`src/rtl/aexc_pkg.sv`:
```
// Shared types for the assertion-chain exception dispatcher.
// Assumes four response classes, encoded in 2 bits.
package aexc_pkg;

    localparam int N_ACT = 4;

    typedef enum logic [1:0] {
        ST_ARMED = 2'd0,
        ST_SCAN  = 2'd1,
        ST_REARM = 2'd2
    } seq_state_e;

    typedef enum logic [1:0] {
        CLS_HALT  = 2'd0,
        CLS_HWRST = 2'd1,
        CLS_SWINT = 2'd2,
        CLS_EXCHW = 2'd3
    } resp_class_e;

    // Turn a response class into its one-hot action vector.
    function automatic logic [N_ACT-1:0] class_onehot(input logic [1:0] cls);
        logic [N_ACT-1:0] v;
        v = '0;
        for (int b = 0; b < N_ACT; b++) begin
            if (cls == b[1:0]) v[b] = 1'b1;
        end
        return v;
    endfunction

endpackage

```
`src/rtl/aexc_seq.sv`:
```
// Scan sequencer: arms on a high event line, starts a scan when the line
// is sampled low, and walks a position counter over N_CELLS cycles. It then
// waits for the line to go high again. Assumes the chain shifts on the
// clock edge at which scan_clk is high.
module aexc_seq #(
    parameter int N_CELLS = 8,
    parameter int IDX_W   = 3
) (
    input  logic             clk,
    input  logic             rst_n,
    input  logic             evt_n,
    output logic             scanning,
    output logic             first,
    output logic             last,
    output logic [IDX_W-1:0] pos,
    output logic             scan_en_n,
    output logic             scan_clk
);
    import aexc_pkg::*;

    localparam logic [IDX_W-1:0] LAST_POS = IDX_W'(N_CELLS - 1);

    seq_state_e       state_q;
    logic [IDX_W-1:0] pos_q;

    // State and position counter update.
    always_ff @(posedge clk) begin
        if (!rst_n) begin
            state_q <= ST_ARMED;
            pos_q   <= '0;
        end else begin
            case (state_q)
                ST_ARMED: begin
                    pos_q <= '0;
                    if (!evt_n) state_q <= ST_SCAN;
                end
                ST_SCAN: begin
                    if (pos_q == LAST_POS) begin
                        pos_q   <= '0;
                        state_q <= ST_REARM;
                    end else begin
                        pos_q <= pos_q + 1'b1;
                    end
                end
                ST_REARM: begin
                    if (evt_n) state_q <= ST_ARMED;
                end
                default: state_q <= ST_ARMED;
            endcase
        end
    end

    // Decoded scan phase and chain controls.
    always_comb begin
        scanning  = (state_q == ST_SCAN);
        first     = scanning && (pos_q == '0);
        last      = scanning && (pos_q == LAST_POS);
        pos       = pos_q;
        scan_en_n = !scanning;
        scan_clk  = scanning && !last;
    end

endmodule

```
`src/rtl/aexc_capture.sv`:
```
// First-failure capture: while scanning, remembers the lowest position at
// which the serial input read 0. It presents the final found/index result
// combinationally, so it is valid in the last scan cycle.
module aexc_capture #(
    parameter int IDX_W = 3
) (
    input  logic             clk,
    input  logic             rst_n,
    input  logic             scanning,
    input  logic             first,
    input  logic [IDX_W-1:0] pos,
    input  logic             scan_in,
    output logic             hit,
    output logic [IDX_W-1:0] hit_idx
);
    logic             hit_q;
    logic [IDX_W-1:0] idx_q;
    logic             hit_prev;
    logic [IDX_W-1:0] idx_prev;

    // Earlier result, cleared at the first position of a scan.
    always_comb begin
        hit_prev = first ? 1'b0 : hit_q;
        idx_prev = first ? '0   : idx_q;
        hit      = hit_prev || !scan_in;
        hit_idx  = hit_prev ? idx_prev : pos;
    end

    // Keep the running lowest-index failure across the scan.
    always_ff @(posedge clk) begin
        if (!rst_n) begin
            hit_q <= 1'b0;
            idx_q <= '0;
        end else if (scanning) begin
            hit_q <= hit;
            idx_q <= hit_idx;
        end
    end

endmodule

```
`src/rtl/aexc_encode.sv`:
```
// Response encoder: at the last scan cycle, looks up the class of the
// captured index and registers a one-cycle action or spurious pulse. It
// also updates the held error index. Assumes 2 class bits per cell.
module aexc_encode #(
    parameter int N_CELLS = 8,
    parameter int IDX_W   = 3
) (
    input  logic                         clk,
    input  logic                         rst_n,
    input  logic                         last,
    input  logic                         hit,
    input  logic [IDX_W-1:0]             hit_idx,
    input  logic [2*N_CELLS-1:0]         class_tab,
    output logic [aexc_pkg::N_ACT-1:0]   act,
    output logic                         spurious,
    output logic [IDX_W-1:0]             err_idx
);
    import aexc_pkg::*;

    logic [1:0]       cls_arr [N_CELLS];
    logic [1:0]       sel_cls;
    logic [N_ACT-1:0] act_q;
    logic             spur_q;
    logic [IDX_W-1:0] idx_q;

    // Unpack the flat class table into one entry per cell.
    for (genvar i = 0; i < N_CELLS; i++) begin : g_unpack
        assign cls_arr[i] = class_tab[2*i +: 2];
    end

    // Select the class of the captured index.
    always_comb begin
        sel_cls = cls_arr[0];
        for (int i = 0; i < N_CELLS; i++) begin
            if (hit_idx == IDX_W'(i)) sel_cls = cls_arr[i];
        end
    end

    // Register the dispatch pulses and the held error index.
    always_ff @(posedge clk) begin
        if (!rst_n) begin
            act_q  <= '0;
            spur_q <= 1'b0;
            idx_q  <= '0;
        end else begin
            act_q  <= (last && hit) ? class_onehot(sel_cls) : '0;
            spur_q <= last && !hit;
            if (last && hit) idx_q <= hit_idx;
        end
    end

    assign act      = act_q;
    assign spurious = spur_q;
    assign err_idx  = idx_q;

endmodule

```
`src/rtl/aexc_dispatch.sv`:
```
// Top of the assertion-chain exception dispatcher. It scans the chain after
// an event, captures the lowest failing cell and dispatches its class as a
// one-hot action pulse. Assumes a chain synchronous to clk.
module aexc_dispatch #(
    parameter  int N_CELLS = 8,
    localparam int IDX_W   = (N_CELLS > 1) ? $clog2(N_CELLS) : 1
) (
    input  logic                 clk,
    input  logic                 rst_n,
    input  logic                 evt_n,
    input  logic                 scan_in,
    input  logic [2*N_CELLS-1:0] class_tab,
    output logic                 scan_en_n,
    output logic                 scan_clk,
    output logic [3:0]           act,
    output logic                 spurious,
    output logic [IDX_W-1:0]     err_idx
);
    logic             scanning;
    logic             first;
    logic             last;
    logic [IDX_W-1:0] pos;
    logic             hit;
    logic [IDX_W-1:0] hit_idx;

    aexc_seq #(.N_CELLS(N_CELLS), .IDX_W(IDX_W)) u_seq (
        .clk       (clk),
        .rst_n     (rst_n),
        .evt_n     (evt_n),
        .scanning  (scanning),
        .first     (first),
        .last      (last),
        .pos       (pos),
        .scan_en_n (scan_en_n),
        .scan_clk  (scan_clk)
    );

    aexc_capture #(.IDX_W(IDX_W)) u_cap (
        .clk      (clk),
        .rst_n    (rst_n),
        .scanning (scanning),
        .first    (first),
        .pos      (pos),
        .scan_in  (scan_in),
        .hit      (hit),
        .hit_idx  (hit_idx)
    );

    aexc_encode #(.N_CELLS(N_CELLS), .IDX_W(IDX_W)) u_enc (
        .clk       (clk),
        .rst_n     (rst_n),
        .last      (last),
        .hit       (hit),
        .hit_idx   (hit_idx),
        .class_tab (class_tab),
        .act       (act),
        .spurious  (spurious),
        .err_idx   (err_idx)
    );

endmodule

```
`config.mk`:
```
export PLATFORM = sky130hd
export DESIGN_NAME = aexc_dispatch
export DESIGN_NICKNAME = d
export VERILOG_FILES = /design/src/rtl/aexc_pkg.sv /design/src/rtl/aexc_seq.sv /design/src/rtl/aexc_capture.sv /design/src/rtl/aexc_encode.sv /design/src/rtl/aexc_dispatch.sv
export SDC_FILE = /design/constraint.sdc
export NUM_CORES = 1
export LEC_CHECK = 0
export BUFFER_PORTS_ARGS = -buffer_cell sky130_fd_sc_hd__clkbuf_2
export CAP_MARGIN = 10
export CORE_MARGIN = 8
export CORE_UTILIZATION = 40
export CTS_CLUSTER_DIAMETER = 200
export DETAILED_ROUTE_END_ITERATION = 6
export MAX_ROUTING_LAYER = met4
export PLACE_DENSITY = 0.61
export SETUP_SLACK_MARGIN = 0.4
export SLEW_MARGIN = 0
export SYNTH_ARGS = -nofsm -noshare
export SYNTH_HDL_FRONTEND = slang
export SYNTH_SLANG_ARGS = --single-unit
```
`constraint.sdc`:
```
create_clock -name clk -period 6.4 [get_ports clk]
set_input_delay 0.64 -clock clk [delete_from_list [all_inputs] [get_ports clk]]
set_output_delay 0.64 -clock clk [all_outputs]
set_load 0.02 [all_outputs]
```
-- Word level (Yosys, flattened, before mapping)
Cells that the tools add are included.
- register bits: 17
- input port bits: 20
- output and inout port bits: 10
- add/subtract/negate cells: 1
- equality and inequality tests: 16
- muxes and demuxes: 20
- reduce and logical (&&, ||, !) cells: 16
- operator list (operator ; count):
    2-bit 2-to-1 mux ; 10
    3-bit == test (second input constant) ; 5
    3-bit 2-to-1 mux ; 3
    2-bit == test (second input constant) ; 3
    3-bit by 2-bit == test with 1-bit output (second input constant) ; 2
    2-bit case mux with 3 select lines ; 1
    3-bit case mux with 2 select lines ; 1
    1-bit logical AND ; 5
    1-bit 2-to-1 mux ; 5
    2-bit by 1-bit == test with 1-bit output (second input constant) ; 2
    1-bit logical NOT ; 4
    2-bit logical NOT ; 2
    2-bit inequality test (second input constant) ; 2
    3-bit by 1-bit adder with 3-bit output (second input constant) ; 1
    3-bit by 1-bit == test with 1-bit output (second input constant) ; 1
    3-bit logical NOT ; 1
    3-bit AND reduction ; 1
    2-bit by 1-bit inequality test with 1-bit output (second input constant) ; 1
    2-bit AND reduction ; 1
    2-bit nonzero test ; 1
    1-bit logical OR ; 1

-- Depth between registers and ports, before layout
Gate-level depths: netlist (run 1).
- depth in word-level cells: 14
- mapped depth: 11
- depth with buffers taken out: 9

-- Cells and area by module
Synthesis (run 1) repeated with hierarchy kept, for this count alone.
- cells, all modules: 105
- area, all modules: 989.7 µm²
- modules (own cells, without submodules) (module ; times used ; cells an instance ; area each (µm²)):
    aexc_encode ; 1 ; 53 ; 500.5
    aexc_seq ; 1 ; 29 ; 261.5
    aexc_capture ; 1 ; 23 ; 227.7

-- Worst setup path after synthesis (run 1)
Ideal clock, no wire load.
- path kind: register to register
- start: reg u_seq.pos_q[0] (netlist: u_seq.pos[0])
- end: reg u_enc.act_q[1] (netlist: u_enc.act[1])
- data arrival time: 1.936 ns
- slack: 4.333 ns
- stages on the path, launching flop included: 10
- buffers on the path: 0
- period minus slack after synthesis: 2.067 ns
- cells stage by stage: dfxtp_1 -> inv_1 -> ha_1 -> and4bb_4 -> or4_1 -> o31ai_2 -> a211oi_1 -> a21oi_1 -> or2_1 -> nor3_2
- longest elaborated chain between the ends: 14
- elaborated cells between the ends (all ways): 26
- those cells by class: eq/ne: 9; mux: 11; reduce/logical: 6
- ends and longest elaborated chain (element ; RTL line ; RTL):
    start: declaration ; aexc_seq.sv:24 ; logic [IDX_W-1:0] pos_q;
    start signal: assignment ; aexc_seq.sv:42 ; pos_q <= pos_q + 1'b1;
    3-bit logical NOT ; aexc_seq.sv:56 ; first = scanning && (pos_q == '0);
    1-bit logical AND ; aexc_seq.sv:56 ;
    3-bit 2-to-1 mux or 1-bit 2-to-1 mux (tied branches) ; aexc_capture.sv:24, aexc_capture.sv:23 ;
    3-bit 2-to-1 mux ; aexc_capture.sv:26 ; hit_idx = hit_prev ? idx_prev : pos;
    3-bit by 1-bit == test with 1-bit output ; aexc_encode.sv:35 ; if (hit_idx == IDX_W'(i)) sel_cls = cls_arr[i];
    2-bit 2-to-1 mux (7 in series) ; aexc_encode.sv:35 ;
    2-bit by 1-bit == test with 1-bit output ; aexc_pkg.sv:25 ; if (cls == b[1:0]) v[b] = 1'b1;
    1-bit 2-to-1 mux ; aexc_pkg.sv:25 ;
    end signal: assignment ; aexc_encode.sv:46 ; act_q <= (last && hit) ? class_onehot(sel_cls) : '0;
    end: declaration ; aexc_encode.sv:22 ; logic [N_ACT-1:0] act_q;
Several ways; a longest one is shown, not always the timed one.
A chain may end at the register's enable or synchronous reset.

-- Worst setup path after layout (run 1)
Same ends and word-level chain as after synthesis.

==> flow_metrics.tcl, run 1 <==
set metrics [dict create \
    status "finished clean" \
    drt_wl_total_um 2720 \
    rsz0062_at_grt "no" \
    cp-start-kind "flip-flop" \
    worstSetupPathType "flip-flop to flip-flop" \
    setup_tns_ns 0 \
    end_kind "flip-flop" \
    area_growth_pct 16.1 \
    die_y_um 68.1 \
    netlist_instances 127 \
    crit_path_max_incr_delay_ns 0.48 \
    clock_latency_ns 0.28 \
    fin_crit_ns 2.41 \
    yosysMostFrequentCell "dfxtp_1" \
    design_area_um2 1260 \
    clk_path_buf_depth 2 \
    synth_seq_area_share 0.313 \
    min-delay-start "u_enc.err_idx[0]" \
    reg2reg_from "u_seq.pos[0]" \
    chipWidth_um 68.1 \
    initial_utilization 0.408 \
    holdWs_ns 0.503 \
    whs_path_depth 1 \
    final_util 0.474 \
    n_fill_cell 273 \
    finalMaxSlewViolations 0 \
    r2r_setup_slack_ns 3.99 \
    synth_edf_count 0 \
    synth-main-ff-cell "dfxtp_1" \
    layout_setup_ws_ns 3.99 \
    synth_top_area_frac 0.313 \
    hold_buffers 0 \
    vias 1039 \
    core_um2 2660 \
    dieArea_um2 4640 \
    grt_start_max_net_pins 15 \
    peakVddDrop_uv 184 \
    grt_pass1_wl_um 4450 \
    fp-row-count 19 \
    syn_nets 150 \
    slew_headroom 0.589 \
    path_clk_slew_ns 0.09 \
    cp.arrival_ns 2.57 \
    io_buffer_count 29 \
    drt_iter0_drc 72 \
    htreeDepth 1 \
    synthArstFlopShare 0 \
    timing.fmax_mhz 416 \
    clock-skew-final_ns 0.00621 \
    drive_above_1_share 0.303 \
    path_delay_family "compound AO/OA/AOI/OAI gates" \
    p_leak_nw 0.555 \
    cp.depth 9 \
    post-route-period-util 0.376 \
    dr.pass1.iters 4 \
    synthTopCellsByArea "dfxtp_1 31%, a21oi_1 4.6%, ha_1 3.5%, nor2_1 3.5%, nand2_1 3.1%" \
    required_ns 6.56 \
    fin_nets 179 \
    cts_tree "yes" \
    synth_area_per_cell_um2 8.56 \
    drv_cap 0 \
    dpl-instance-area_um2 1240 \
    setup_violations 0 \
    cts_root_buf "clkbuf_4" \
    path_cells "inv_1 > ha_1 > nand4bb_1 > and2_4 > a211oi_1 > a211oi_2 > a21oi_2 > a221oi_1 > nor3_2" \
    synth_common_cells "17 x dfxtp_1, 10 x a21oi_1, 10 x nor2_1" \
    wl_per_cell_um 14.6 \
    cts_setup_buffers 0 \
    power_density_nw_per_um2 159 \
    tightest_slew_ns 0.616 \
    grt_usage 0.124 \
    hold_viol 0 \
    yosys_warnings 0 \
    worstRegToRegCells 9 \
    synth_cell_types 45 \
    cts_buffers 3 \
    globalRouteOverflowTotal 0 \
    gp_congestion 0.869 \
    min_to "u_enc.err_idx[0]" \
    grt_pass1_vias 999 \
    ctsResizeCount 0 \
    hold_path.class "flip-flop to flip-flop" \
    synthesis.area_um2 1090 \
    cts.sinks 17 \
    critPathSlowestCell "dfxtp_1" \
    n_antenna_cell 0 \
    synth-seq-cells 17 \
    drc 0 \
    viasPerCell 5.59 \
    io_pins 30 \
    pre_cts_ws_ns 4.03 \
    ant_nets 0 \
    yosys.area.top_type "dfxtp_1" \
    reg2reg_to "u_enc.act[1]" \
    antenna_found_initial 0 \
    dp_hpwl_um 2190 \
    crit_fanout 9 \
    critPathBufInv 1 \
]
## layer usage
metal  track usage  vias to the layer above  share of wire
li1              -                      535              -
met1         0.166                      478           0.51
met2         0.175                       24           0.43
met3        0.0360                        2          0.056
met4        0.0384                        0         0.0059
met5             -                        -              0
## registers in the layout, summed over array words and instances, names as in the netlist
| signal | cells |
|---|---|
| u_enc.spurious | 1 |
| u_enc.act | 4 |
| u_cap.idx_q | 3 |
| u_enc.err_idx | 3 |
| u_seq.pos | 3 |
| u_seq.state_q | 2 |
| u_cap.hit_q | 1 |
## per-stage QoR
step / std cells / power, mW
after global routing: 186 / 0.212
after CTS: 186 / 0.203
after floorplan: 127 / 0.137
after detailed placement: 182 / 0.148
final: 186 / 0.201
after global placement: 182 / 0.147
## logic make-up (layout without fill, tap and decap cells)
kind of cell	count (synthesis)	count (layout)	share of synthesized area
buffers and inverters	13	41	0.0598
AOI/OAI and AO/OA	46	46	0.316
adders and majority gates	3	3	0.0345
and+or+nand+nor	45	45	0.246
muxes	3	3	0.0299
DFF	17	17	0.313
## power by group
| part | internal, mW | leakage (nW) | total [mW] | switching [mW] |
|---|---|---|---|---|
| clock | 0.0242 | 0.0150 | 0.0552 | 0.0311 |
| sequential | 0.108 | 0.138 | 0.111 | 0.00359 |
| combinational | 0.0146 | 0.402 | 0.0348 | 0.0202 |
## how the worst max path moves through the flow
stage | start | to | slack [ns]
final | u_seq.pos[0] | u_enc.act[1] | 3.99
after global routing | u_seq.pos[1] | u_enc.act[0] | 3.78
after CTS | u_seq.pos[0] | u_enc.act[0] | 4.01
after detailed placement | u_seq.pos[0] | u_enc.act[0] | 4.03
after global placement | u_seq.pos[0] | u_enc.act[1] | 4.08
after floorplan | u_seq.pos[0] | u_enc.act[1] | 4.33
## layout by cell type (no fill, tap or decap), types with 2 or more instances in the layout
cell type,synthesis,layout
a21oi_2,2,2
nand2_1,9,9
o31ai_1,2,2
mux2_2,2,2
a22oi_1,4,4
nor3_2,2,2
o211ai_1,2,2
o211a_1,3,3
nand3_1,3,3
ha_1,3,3
dfxtp_1,17,17
a211oi_1,4,4
o21ai_0,4,4
nor2b_1,5,5
a21boi_0,2,2
nor2_1,10,10
nor3b_1,2,2
clkbuf_2,0,29
inv_1,6,6
or2_1,2,2
a21oi_1,10,10
clkbuf_4,0,3
inv_2,2,2
a31oi_1,3,3
nand4_1,3,3
a41o_1,2,2
## final cells by class
type | instances | area [um2] | area share
Inverter | 8 | 30.0 | 0.0238
Multi-Input combinational cell | 97 | 682 | 0.540
Timing Repair Buffer | 29 | 145 | 0.115
Clock buffer | 4 | 26.3 | 0.0208
Sequential cell | 17 | 340 | 0.270
Tap cell | 31 | 38.8 | 0.0307
Note: power is estimated with default switching activity, not from simulation.
==> run 2, diff against run 1 <==
==> constraint.sdc (replaced) <==
create_clock -name clk -period 2.45 [get_ports clk]
set_input_delay 0.245 -clock clk [delete_from_list [all_inputs] [get_ports clk]]
set_output_delay 0.245 -clock clk [all_outputs]
set_load 0.02 [all_outputs]
==> run 2 against run 1 <==
  * Non-clock buffer count rose by 13
  * Sequential share of layout area decreased by 3.6 points
  * Highest routed layer unchanged
  * Register-to-register slack lost 3.6 ns
  * Die area is the same
  * Core utilization up 8.6 points
  * Clock power increased to 2.7 times the previous value
  * Critical endpoint is now u_enc.act[3]
  * Clock-buffer cell count stayed put
==> flow_metrics.tcl, run 2 (synthesis results as in run 1) <==
set metrics [dict create \
    crit_fanout 7 \
    io_buffer_count 29 \
    rsz0062_at_grt "yes" \
    htreeDepth 1 \
    tightest_slew_ns 0.379 \
    mostFrequentLayoutCells "29 x clkbuf_2, 14 x dfxtp_1, 11 x buf_4" \
    cp.arrival_ns 2.26 \
    clock_latency_ns 0.29 \
    layout.cells.non_filler 199 \
    chipWidth_um 68.1 \
    placed_cells 185 \
    setup_violations 0 \
    cts_buffers 3 \
    initial_utilization 0.408 \
    largest_reg_flops 4 \
    clock-skew-final_ns 0.00511 \
    hold_path.class "primary input to flip-flop" \
    clk_path_buf_depth 2 \
    fp-row-count 19 \
    timing.fmax_mhz 491 \
    drive_above_1_share 0.470 \
    die_y_um 68.1 \
    io_pins 30 \
    dr.pass1.iters 4 \
    drc 0 \
    cts.sinks 17 \
    slew_headroom 0.746 \
    dieArea_um2 4640 \
    grt_usage 0.132 \
    status "finished clean" \
    layout_commonest_cell "clkbuf_2" \
    drv_cap 0 \
    viasPerCell 5.77 \
    area_growth_pct 37.2 \
    dp_hpwl_um 2310 \
    vias 1148 \
    p_leak_nw 0.647 \
    grt_pass1_wl_um 4600 \
    hold_buffers 0 \
    grt_pass1_vias 1009 \
    setup_tns_ns 0 \
    drt_iter0_drc 55 \
    ant_nets 0 \
    drt_wl_total_um 3020 \
    core_um2 2660 \
    grt_start_max_net_pins 15 \
    post-route-period-util 0.832 \
    hold_viol 0 \
    end_kind "flip-flop" \
    globalRouteOverflowTotal 0 \
    gp_congestion 0.871 \
    cp-start-kind "flip-flop" \
    worstSetupPathType "flip-flop to flip-flop" \
    fin_crit_ns 2.04 \
    finalMaxSlewViolations 0 \
    peakVddDrop_uv 258 \
    power_density_nw_per_um2 374 \
    fin_nets 192 \
    cts_root_buf "clkbuf_4" \
    n_antenna_cell 0 \
    wl_per_cell_um 15.2 \
    path_clk_slew_ns 0.10 \
    cts_tree "yes" \
    required_ns 2.67 \
    antenna_found_initial 0 \
]
-- run 2: changes by cell type in the layout (fill, tap and decap cells not counted), sizes merged --
cell,previous run,this run
buf,0,13
-- run 2: per-layer routing --
layer  up-vias  wire (um)  global-route usage
li1        563          -                   -
met5         -          0                   -
met3         6        121              0.0245
met4         0         48              0.0563
met2        21       1520               0.210
met1       558       1330               0.158
-- run 2: power breakdown --
part / switching (mW) / internal, mW
Sequential: 0.0102 / 0.280
Clock: 0.0851 / 0.0633
Combinational: 0.0644 / 0.0551
-- run 2: worst paths after layout --
check / from / end / slack (ns) / depth (start not counted)
min reg2reg: u_enc.err_idx[1] / u_enc.err_idx[1] / 0.51 / 1
max reg2reg: u_seq.pos[1] / u_enc.act[3] / 0.41 / 9
min: scan_in / u_enc.spurious / 0.22 / 3
max: u_seq.pos[1] / u_enc.act[3] / 0.41 / 9
-- run 2: worst max-delay path, cell delays in order, from the launching register on --
cell and delay [ns]:
dfxtp_4 0.38, inv_6 0.05, ha_4 0.16, and4bb_4 0.22, nor2_4 0.26, a31oi_4 0.16
o221ai_2 0.20, o31ai_1 0.11, or2_1 0.25, nor3_2 0.18
-- run 2: final cells by class --
cell class | count | area [um2]
clock buffers | 4 | 26.3
fillers | 254 | 1170
inverters | 8 | 40.0
multi-input cells | 97 | 787
flip-flops and latches | 17 | 349
well taps | 31 | 38.8
repair buffers | 42 | 250
-- run 2: what timing repair did --
item / in CTS / in global routing
endpoints found under the setup margin: 4 / 4
buffers inserted: 2 / 8
pin swaps: 3 / 8
resized for setup: 15 / 18
-- run 2: through the flow --
step / hold slack (ns) / instance area [um2] / power [mW] / utilization / setup WS, ns
2_1_floorplan: 0.399 / 1090 / 0.359 / - / 0.407
3_3_place_gp: 0.481 / 1260 / 0.386 / 0.473 / 0.221
3_5_place_dp: 0.488 / 1260 / 0.389 / 0.473 / 0.0832
4_1_cts: 0.209 / 1360 / 0.548 / 0.510 / 0.376
5_1_grt: 0.240 / 1490 / 0.585 / 0.560 / 0.329
6_report: 0.225 / 1490 / 0.558 / 0.560 / 0.412
==> run 3, diff against run 2 <==
==> constraint.sdc (replaced) <==
create_clock -name clk -period 2.1 [get_ports clk]
set_input_delay 0.21 -clock clk [delete_from_list [all_inputs] [get_ports clk]]
set_output_delay 0.21 -clock clk [all_outputs]
set_load 0.02 [all_outputs]
==> run 3 against run 2 <==
  * Core utilization decreased by 1.1 points
  * Clock-buffer cell count is the same
  * Register-to-register slack lost 0.35 ns
  * Sequential cell count unchanged
  * Critical endpoint unchanged
  * Largest power group unchanged
==> flow_metrics.tcl, run 3 (synthesis results as in run 1) <==
set metrics [dict create \
    globalRouteOverflowTotal 0 \
    gp_congestion 0.860 \
    layout_commonest_cell "clkbuf_2" \
    clock-skew-final_ns 0.00412 \
    peakVddDrop_uv 318 \
    layout_setup_ws_ns 0.0603 \
    largest_reg_flops 4 \
    dr.pass1.iters 4 \
    reg2reg_to "u_enc.act[3]" \
    required_ns 2.32 \
    timing.fmax_mhz 490 \
    cp.arrival_ns 2.26 \
    initial_utilization 0.408 \
    p_leak_nw 0.637 \
    layout.cells.non_filler 198 \
    comb_power_share 0.213 \
    placed_cells 191 \
    power_density_nw_per_um2 441 \
    cts_tree "yes" \
    multi_input_area_um2 776 \
    p_sw_mw 0.183 \
    slew_headroom 0.783 \
    chipWidth_um 68.1 \
    clock_latency_ns 0.28 \
    dp_hpwl_um 2300 \
    pwr-share-seq 0.520 \
    internal_power_mw 0.463 \
    r2r_setup_slack_ns 0.06 \
    end_kind "flip-flop" \
    io_pins 30 \
    n_antenna_cell 0 \
    dieArea_um2 4640 \
    pre_cts_ws_ns 0.0128 \
    grt_pass1_wl_um 4860 \
    grt_start_max_net_pins 15 \
    hold_viol 0 \
    io_buffer_count 29 \
    hold_path.class "primary input to flip-flop" \
    fp-row-count 19 \
    cts_root_buf "clkbuf_4" \
    worstSetupPathType "flip-flop to flip-flop" \
    die_y_um 68.1 \
    clockPowerShare 0.267 \
    swShare 0.283 \
    finalMaxSlewViolations 0 \
    core_um2 2660 \
    min_to "u_seq.state_q[0]" \
    cts.sinks 17 \
    tightest_slew_ns 0.323 \
    path_clk_slew_ns 0.10 \
    crit_path_max_incr_delay_ns 0.38 \
    setup_violations 0 \
    htreeDepth 1 \
    crit_fanout 7 \
    ant_nets 0 \
    whs_path_depth 3 \
    antenna_found_initial 0 \
    post-route-period-util 0.971 \
    dpl-instance-area_um2 1360 \
    drive_above_1_share 0.455 \
    drv_cap 0 \
    cp-start-kind "flip-flop" \
    critPathSlowestCell "dfxtp_4" \
    status "finished clean" \
    viasPerCell 5.59 \
    path_cells "inv_4 > ha_4 > and4bb_4 > nor2_4 > o31ai_4 > a211oi_2 > a21oi_2 > a221o_1 > nor3_2" \
    min-delay-start "evt_n" \
    cts_buffers 3 \
    n_fill_cell 261 \
    hold_buffers 0 \
    worstRegToRegCells 9 \
    drt_iter0_drc 87 \
    design_area_um2 1460 \
    fin_nets 191 \
    grt_usage 0.136 \
    area_growth_pct 34.5 \
    mostFrequentLayoutCells "28 x clkbuf_2, 14 x dfxtp_1, 12 x buf_4" \
    clk_path_buf_depth 2 \
    vias 1107 \
    drc 0 \
    grt_pass1_vias 1096 \
    rsz0062_at_grt "yes" \
    wl_per_cell_um 14.7 \
    reg2reg_from "u_seq.pos[1]" \
    fin_crit_ns 2.04 \
    final-seq-area_um2 349 \
    drt_wl_total_um 2910 \
]
-- run 3: cell count changes in the layout (fill, tap and decap cells not counted), sizes merged --
cell  before  now
buf       13   12
-- run 3: how the worst max path moves through the flow --
| stage | start | endpoint | slack (ns) | cells after the start |
|---|---|---|---|---|
| floorplan | u_seq.pos[0] | u_enc.act[3] | 0.21 | 9 |
| global placement | u_seq.pos[0] | u_enc.act[3] | 0.08 | 9 |
| detailed placement | u_seq.pos[0] | u_enc.act[3] | 0.01 | 9 |
| CTS | u_seq.pos[1] | u_enc.act[1] | 0.06 | 9 |
| global route | u_seq.pos[0] | u_enc.act[3] | -0.03 | 9 |
| finish | u_seq.pos[1] | u_enc.act[3] | 0.06 | 9 |
-- run 3: timing repair --
item                                    in CTS  in global routing
hold endpoints to repair                     0                  0
setup buffers                                3                  0
endpoints found under the setup margin       8                  8
pin swaps                                   10                  2
resized for setup                            7                  5
-- run 3: power by group through the flow --
stage               logic, mW  clock network [mW]  registers, mW
floorplan              0.0816                   0          0.341
global placement        0.121                   0          0.342
detailed placement      0.124                   0          0.343
CTS                     0.134               0.180          0.335
global route            0.152               0.194          0.337
finish                  0.138               0.172          0.336
-- run 3: layout make-up --
| type | count | share of cell area |
|---|---|---|
| multi-input combinational | 97 | 0.530 |
| sequential | 17 | 0.239 |
| timing repair buffer | 41 | 0.163 |
| tap | 31 | 0.0265 |
| inverter | 8 | 0.0240 |
| clock buffer | 4 | 0.0180 |
-- run 3: metrics by stage --
step | setup TNS, ns | hold WS (ns) | total power, mW | utilization
finish | 0 | 0.222 | 0.645 | 0.549
global route | -0.0497 | 0.210 | 0.683 | 0.549
CTS | 0 | 0.194 | 0.649 | 0.543
detailed placement | 0 | 0.488 | 0.466 | 0.509
global placement | 0 | 0.482 | 0.464 | 0.509
floorplan | 0 | 0.364 | 0.422 | -
-- run 3: worst max-delay path, delay by kind of cell (launching register included) --
family                   cells  cell delay, ns
AO/OA/AOI/OAI                4            0.79
flip-flops                   1            0.38
adder cells (fa/ha/maj)      1            0.16
AND/OR/NAND/NOR              3            0.61
buffers and inverters        1            0.04
-- run 3: metal layers --
metal | vias up | track usage | wire (um)
met1 | 515 | 0.180 | 1400
met5 | - | - | 0
met4 | 0 | 0.0358 | 15
met2 | 27 | 0.209 | 1360
li1 | 563 | - | -
met3 | 2 | 0.0229 | 132
